### src/rtl/fpcmp_pkg.sv
package fpcmp_pkg;

  typedef enum logic [1:0] {
    REL_LT = 2'd0,
    REL_EQ = 2'd1,
    REL_GT = 2'd2,
    REL_UN = 2'd3
  } rel_e;

  localparam int PRED_W = 3;

  // Bit positions inside the predicate code; behaviour depends on them.
  localparam int PB_UN = 0;
  localparam int PB_EQ = 1;
  localparam int PB_LT = 2;

endpackage

### src/rtl/fpcmp_class.sv
module fpcmp_class #(
  parameter int EXP_W = 8,
  parameter int MAN_W = 23
) (
  input  logic [EXP_W+MAN_W:0]   opnd,
  output logic                   is_nan,
  output logic                   is_snan,
  output logic                   is_zero,
  output logic                   sign,
  output logic [EXP_W+MAN_W-1:0] mag
);
  localparam int W = EXP_W + MAN_W + 1;

  logic [EXP_W-1:0] exp_f;
  logic [MAN_W-1:0] man_f;
  logic             exp_ones;
  logic             man_nz;

  always_comb begin
    sign     = opnd[W-1];
    exp_f    = opnd[W-2:MAN_W];
    man_f    = opnd[MAN_W-1:0];
    mag      = opnd[W-2:0];
    exp_ones = &exp_f;
    man_nz   = |man_f;
    is_nan   = exp_ones & man_nz;
    is_snan  = is_nan & ~man_f[MAN_W-1];
    is_zero  = ~(|mag);
  end

endmodule

### src/rtl/fpcmp_order.sv
module fpcmp_order
  import fpcmp_pkg::*;
#(
  parameter int EXP_W = 8,
  parameter int MAN_W = 23
) (
  input  logic [EXP_W+MAN_W:0] op_a,
  input  logic [EXP_W+MAN_W:0] op_b,
  output rel_e                 rel,
  output logic                 any_snan
);
  localparam int W = EXP_W + MAN_W + 1;
  localparam int N_OPS = 2;

  logic [W-1:0] ops     [N_OPS];
  logic         nan_v   [N_OPS];
  logic         snan_v  [N_OPS];
  logic         zero_v  [N_OPS];
  logic         sign_v  [N_OPS];
  logic [W-2:0] mag_v   [N_OPS];

  assign ops[0] = op_a;
  assign ops[1] = op_b;

  for (genvar gi = 0; gi < N_OPS; gi++) begin : g_cls
    fpcmp_class #(
      .EXP_W (EXP_W),
      .MAN_W (MAN_W)
    ) u_cls (
      .opnd    (ops[gi]),
      .is_nan  (nan_v[gi]),
      .is_snan (snan_v[gi]),
      .is_zero (zero_v[gi]),
      .sign    (sign_v[gi]),
      .mag     (mag_v[gi])
    );
  end

  logic mag_lt;
  logic mag_eq;

  always_comb begin
    mag_lt   = mag_v[0] < mag_v[1];
    mag_eq   = mag_v[0] == mag_v[1];
    any_snan = snan_v[0] | snan_v[1];
    if (nan_v[0] | nan_v[1]) begin
      rel = REL_UN;
    end else if (zero_v[0] & zero_v[1]) begin
      rel = REL_EQ;
    end else if (sign_v[0] != sign_v[1]) begin
      rel = sign_v[0] ? REL_LT : REL_GT;
    end else if (mag_eq) begin
      rel = REL_EQ;
    end else if (mag_lt ^ sign_v[0]) begin
      rel = REL_LT;
    end else begin
      rel = REL_GT;
    end
  end

endmodule

### src/rtl/fpcmp_pred.sv
module fpcmp_pred
  import fpcmp_pkg::*;
(
  input  logic [PRED_W-1:0] code,
  input  rel_e              rel,
  output logic              cond
);
  always_comb begin
    unique case (rel)
      REL_UN:  cond = code[PB_UN];
      REL_EQ:  cond = code[PB_EQ];
      REL_LT:  cond = code[PB_LT];
      default: cond = 1'b0;
    endcase
  end

endmodule

### src/rtl/fpcmp_unit.sv
module fpcmp_unit
  import fpcmp_pkg::*;
#(
  parameter int SP_EXP   = 8,
  parameter int SP_MAN   = 23,
  parameter int DP_EXP   = 11,
  parameter int DP_MAN   = 52,
  parameter int STAT_W   = 32,
  parameter int COND_BIT = 29,
  parameter int CLR_LSB  = 28,
  parameter int SYNC_N   = 2
) (
  input  logic                        clk,
  input  logic                        rst_n,
  input  logic [DP_EXP+DP_MAN:0]      op_a,
  input  logic [DP_EXP+DP_MAN:0]      op_b,
  input  logic                        prec_dbl,
  input  logic [PRED_W-1:0]           pred_code,
  input  logic                        cmp_valid,
  input  logic                        ld_en,
  input  logic [STAT_W-1:0]           ld_data,
  output logic [STAT_W-1:0]           status_q,
  output logic                        invalid_flag
);
  localparam int SP_W = SP_EXP + SP_MAN + 1;
  localparam logic [STAT_W-1:0] TOP_MASK = {STAT_W{1'b1}} << CLR_LSB;

  // Reset synchronizer: asserts asynchronously, releases on the clock.
  logic [SYNC_N-1:0] rst_pipe;
  logic              rst_sync_n;

  always_ff @(posedge clk or negedge rst_n) begin
    if (!rst_n) rst_pipe <= '0;
    else        rst_pipe <= {rst_pipe[SYNC_N-2:0], 1'b1};
  end
  assign rst_sync_n = rst_pipe[SYNC_N-1];

  // Relation per precision.
  rel_e rel_sp, rel_dp, rel_sel;
  logic snan_sp, snan_dp, snan_sel;

  fpcmp_order #(.EXP_W(SP_EXP), .MAN_W(SP_MAN)) u_ord_sp (
    .op_a     (op_a[SP_W-1:0]),
    .op_b     (op_b[SP_W-1:0]),
    .rel      (rel_sp),
    .any_snan (snan_sp)
  );

  fpcmp_order #(.EXP_W(DP_EXP), .MAN_W(DP_MAN)) u_ord_dp (
    .op_a     (op_a),
    .op_b     (op_b),
    .rel      (rel_dp),
    .any_snan (snan_dp)
  );

  always_comb begin
    rel_sel  = prec_dbl ? rel_dp  : rel_sp;
    snan_sel = prec_dbl ? snan_dp : snan_sp;
  end

  logic cond;

  fpcmp_pred u_pred (
    .code (pred_code),
    .rel  (rel_sel),
    .cond (cond)
  );

  // Next state.
  logic [STAT_W-1:0] stat_base, stat_d;
  logic              inv_d;
  logic              stat_en, inv_en;

  always_comb begin
    stat_base = ld_en ? ld_data : status_q;
    stat_d    = stat_base;
    if (cmp_valid) begin
      stat_d           = stat_base & ~TOP_MASK;
      stat_d[COND_BIT] = cond;
    end
    stat_en = cmp_valid | ld_en;
    inv_en  = cmp_valid & snan_sel;
    inv_d   = 1'b1;
  end

  // Registers.
  always_ff @(posedge clk or negedge rst_sync_n) begin
    if (!rst_sync_n) begin
      status_q <= '0;
    end else if (stat_en) begin
      status_q <= stat_d;
    end
  end

  always_ff @(posedge clk or negedge rst_sync_n) begin
    if (!rst_sync_n) begin
      invalid_flag <= 1'b0;
    end else if (inv_en) begin
      invalid_flag <= inv_d;
    end
  end

  AST_PRED_ZERO: assert property (@(posedge clk) disable iff (!rst_sync_n)
    cmp_valid && pred_code == '0 |=> !status_q[COND_BIT]);
  AST_TOP_CLEAR: assert property (@(posedge clk) disable iff (!rst_sync_n)
    cmp_valid |=> ((status_q & TOP_MASK & ~(STAT_W'(1) << COND_BIT)) == '0));
  AST_LOW_KEEP: assert property (@(posedge clk) disable iff (!rst_sync_n)
    cmp_valid && !ld_en |=> (status_q & ~TOP_MASK) == ($past(status_q) & ~TOP_MASK));
  AST_UNORD_PRED: assert property (@(posedge clk) disable iff (!rst_sync_n)
    cmp_valid && rel_sel == REL_UN && pred_code == PRED_W'(1) |=> status_q[COND_BIT]);
  AST_QUIET_NAN: assert property (@(posedge clk) disable iff (!rst_sync_n)
    cmp_valid && !snan_sel && !invalid_flag |=> !invalid_flag);
  AST_INV_STICKY: assert property (@(posedge clk) disable iff (!rst_sync_n)
    invalid_flag |=> invalid_flag);
  AST_IDLE_HOLD: assert property (@(posedge clk) disable iff (!rst_sync_n)
    !cmp_valid && !ld_en |=> $stable(status_q));

endmodule

### config.mk
export PLATFORM = sky130hd
export DESIGN_NAME = fpcmp_unit
export DESIGN_NICKNAME = d
export VERILOG_FILES = /design/src/rtl/fpcmp_pkg.sv /design/src/rtl/fpcmp_class.sv /design/src/rtl/fpcmp_order.sv /design/src/rtl/fpcmp_pred.sv /design/src/rtl/fpcmp_unit.sv
export SDC_FILE = /design/constraint.sdc
export NUM_CORES = 1
export LEC_CHECK = 0
export BUFFER_PORTS_ARGS = -buffer_cell sky130_fd_sc_hd__buf_2
export CORE_ASPECT_RATIO = 0.9
export CORE_MARGIN = 5
export CORE_UTILIZATION = 45
export CTS_CLUSTER_DIAMETER = 60
export CTS_CLUSTER_SIZE = 14
export DETAILED_ROUTE_END_ITERATION = 8
export PLACE_DENSITY = 0.73
export SYNTH_ARGS = -nofsm -noshare
export SYNTH_HDL_FRONTEND = slang
export SYNTH_HIERARCHICAL = 1
export SYNTH_SLANG_ARGS = --single-unit
### constraint.sdc
create_clock -name clk -period 1 [get_ports clk]
set_input_delay 0.1 -clock clk [delete_from_list [all_inputs] [get_ports clk]]
set_output_delay 0.1 -clock clk [all_outputs]
set_load 0.03 [all_outputs]
==> results.sh <==
export IMPL_cp_top_family="simple AND/OR/NAND/NOR gates"
export IMPL_grt_pass1_vias=5320
export IMPL_numCtsBuffers=5
export IMPL_fin_crit_ns=2.45
export IMPL_place_hpwl_um=14300
export IMPL_synthDistinctLibCells=54
export IMPL_path_class="in -> reg"
export IMPL_slowest_delay_ns=0.38
export IMPL_core_rowCount=40
export IMPL_fin_ws_ns=-1.45
export IMPL_syn_cell_area_um2=6030
export IMPL_cp_num_buf_inv=2
export IMPL_whs_path_depth=2
export IMPL_routed_via_density=5.00
export IMPL_p_leak_nw=3.98
export IMPL_ys_seq_area_share_pct=14.5
export IMPL_core_area_um2=13300
export IMPL_cp_max_fo=3
export IMPL_synthCells=717
export IMPL_maxCapViolCount=0
export IMPL_start_util_pct=45.5
export IMPL_finalPower_w=0.00585
export IMPL_setup_violations=2
export IMPL_fp_dieW_um=132
export IMPL_clk_latency_ns=0.27
export IMPL_async_reset_ff_share_pct=100
export IMPL_io_buffers=200
export IMPL_finClkSkew_ns=0.00580
export IMPL_dieArea_um2=15800
export IMPL_critPathRequiredTime_ns=1.15
export IMPL_nets=1143
export IMPL_overflow=0
export IMPL_cts_root_buf="clkbuf_16"
export IMPL_hold_path_class="in -> reg"
export IMPL_fp_dieH_um=120
export IMPL_fill_cells=1202
export IMPL_drt_iter0_drc=224
export IMPL_cp_common_cell="nand4_1"
export IMPL_fmax_mhz=408
export IMPL_internal_power_w=0.00383
export IMPL_clock_sinks=35
export IMPL_rr_startpoint="status_q[16]"
export IMPL_regArea_um2=877
export IMPL_yosysWarnings=6
export IMPL_ys_ff_latch=35
export IMPL_antenna_left=0
export IMPL_reg2reg_to="status_q[16]"
export IMPL_slew_viol_final=0
export IMPL_vias=5246
export IMPL_synth_edf_count=0
export IMPL_grt_pass1_wl_um=25800
export IMPL_multi_input_area_um2=3620
export IMPL_rsz0062_at_grt="yes"
export IMPL_hp_start="ld_data[9]"
export IMPL_routed_wl_um=16500
export IMPL_stdcell_area_um2=7430
export IMPL_wire_per_inst_um=15.7
export IMPL_post_dp_cell_area_um2=7030
export IMPL_cp_cell_sequence="buf_2 -> inv_1 -> ha_1 -> nand4_1 -> nor4_2 -> and2_1 -> o41ai_4 -> nand4_1 -> or3_1 -> a311o_1 -> mux2_4 -> nand3_2 -> o21ai_2 -> nand2_1 -> o21ai_1"
export IMPL_period_share_pct=245
export IMPL_synthesis_nets=979
export IMPL_htreeDepth=2
export IMPL_grt_antenna_before_repair=0
export IMPL_drt_pre_antenna_iters=4
export IMPL_r2r_slack_ns=0.23
export IMPL_drive_gt1_share_pct=50.9
export IMPL_clockPowerShare_pct=24.8
export IMPL_place_ws_ns=-1.85
export IMPL_postSynthAreaPerCell_um2=8.41
export IMPL_cts_tree="built"
export IMPL_crit_arrival_ns=2.61
export IMPL_p_comb_share_pct=47.4
export IMPL_violations="setup timing"
export IMPL_status="finished, violations left"
export IMPL_place_congestion=0.913
export IMPL_holdPathEnd="status_q[9]"
export IMPL_worstSetupEndpointType="flop"
export IMPL_final_cell_mix="197 x buf_2, 147 x buf_4, 94 x inv_1"
export IMPL_pwr_share_seq_pct=27.8
export IMPL_cts_max_path_buffers=2
export IMPL_grt_usage_pct=19.6
export IMPL_ioPinCount=201
export IMPL_synth_ff_type="dfrtp_1"
export IMPL_path_clk_slew_ns=0.05
export IMPL_r2r_cells=1
export IMPL_syn_to_final_growth_pct=23.1
export IMPL_cp_slowest_cell="or3_1"
export IMPL_final_common_cell="buf_2"
export IMPL_diodes=0
export IMPL_p_switching_w=0.00202
export IMPL_remaining_drc_errors=0
export IMPL_swShare_pct=34.5
export IMPL_grt_start_max_net_pins=25
export IMPL_vdd_drop_max_uv=939
export IMPL_cp_start_kind="primary input"
export IMPL_hold_viol=0
export IMPL_p_per_area_nw_per_um2=788
[final cells by class]
cell class | instances | share of cell area (%)
Multi-Input combinational cell | 389 | 48.7
Timing Repair Buffer | 353 | 29.8
Sequential cell | 35 | 11.8
Inverter | 97 | 4.94
Tap cell | 168 | 2.83
Clock buffer | 6 | 1.74
Clock inverter | 2 | 0.168
[cell families after synthesis]
family / Yosys count / synth area share [%]
and+or+nand+nor: 172 / 16.9
other: 1 / 0.0622
muxes: 36 / 8.23
DFF: 35 / 14.5
buffers and inverters: 293 / 31.1
adders and majority gates: 94 / 19.5
AOI/OAI and AO/OA: 86 / 9.67
[sequential cells by signal, summed over array words and instances, names as in the netlist]
| signal | count |
|---|---|
| invalid_flag | 1 |
| rst_pipe | 2 |
| status_q | 32 |
[cells in the mapped netlist (6+ instances only)]
cell type	n	area, um^2
mux2_4	26	390
a211oi_1	8	60.1
a21o_1	6	45.0
o21ai_0	14	70.1
nand3_1	15	75.1
nand2_1	23	86.3
dfrtp_1	35	876
nor4_1	42	263
a21oi_1	30	150
and4_1	9	78.8
nor3_1	12	60.1
nand4_1	29	181
nor2_1	13	48.8
buf_4	192	1440
inv_1	97	364
ha_1	94	1180
[metal layers]
metal / global-route usage [%] / part of all wire, % / vias up
met2: 33.5 / 47 / 176
met4: 3.34 / 1.2 / 0
met1: 26.4 / 46 / 2382
li1: - / - / 2672
met5: 0 / 0 / -
met3: 3.19 / 5.7 / 16
[repair_timing]
item,CTS,global route
setup endpoints to repair,2,2
buffers inserted,2,1
hold endpoints to repair,2,0
resized for setup,30,11
gates cloned,0,0
pin swaps,22,7
hold buffers,1,0
[power by group through the flow]
stage	Clock (W)	Sequential [W]	Combinational, W
finish	0.00145	0.00163	0.00277
global route	0.00154	0.00164	0.00303
CTS	0.00148	0.00163	0.00273
detailed placement	0	0.00165	0.00264
global placement	0	0.00164	0.00259
floorplan	0	0.00192	0.00157
[worst max path at each step]
stage | endpoint | slack, ns | depth (start not counted) | from
floorplan | status_q[29] | -1.48 | 14 | op_a[2]
global placement | status_q[29] | -1.78 | 16 | op_b[1]
detailed placement | status_q[29] | -1.85 | 16 | op_b[1]
CTS | status_q[29] | -1.42 | 15 | op_b[32]
global route | status_q[29] | -1.58 | 15 | op_b[43]
finish | status_q[29] | -1.45 | 15 | op_b[43]
[stage by stage]
step           hold slack, ns  TNS (ns)  util, %  cells
4_1_cts                0.0514     -2.22     55.5   1049
2_1_floorplan          -0.196     -2.12        -    717
3_3_place_gp           -0.112     -3.09     53.0   1039
5_1_grt                0.0553     -2.51     56.0   1050
6_report               0.0526     -2.28     56.0   1050
3_5_place_dp           -0.112     -3.14     53.0   1039
(Power assumes the default switching activity.)
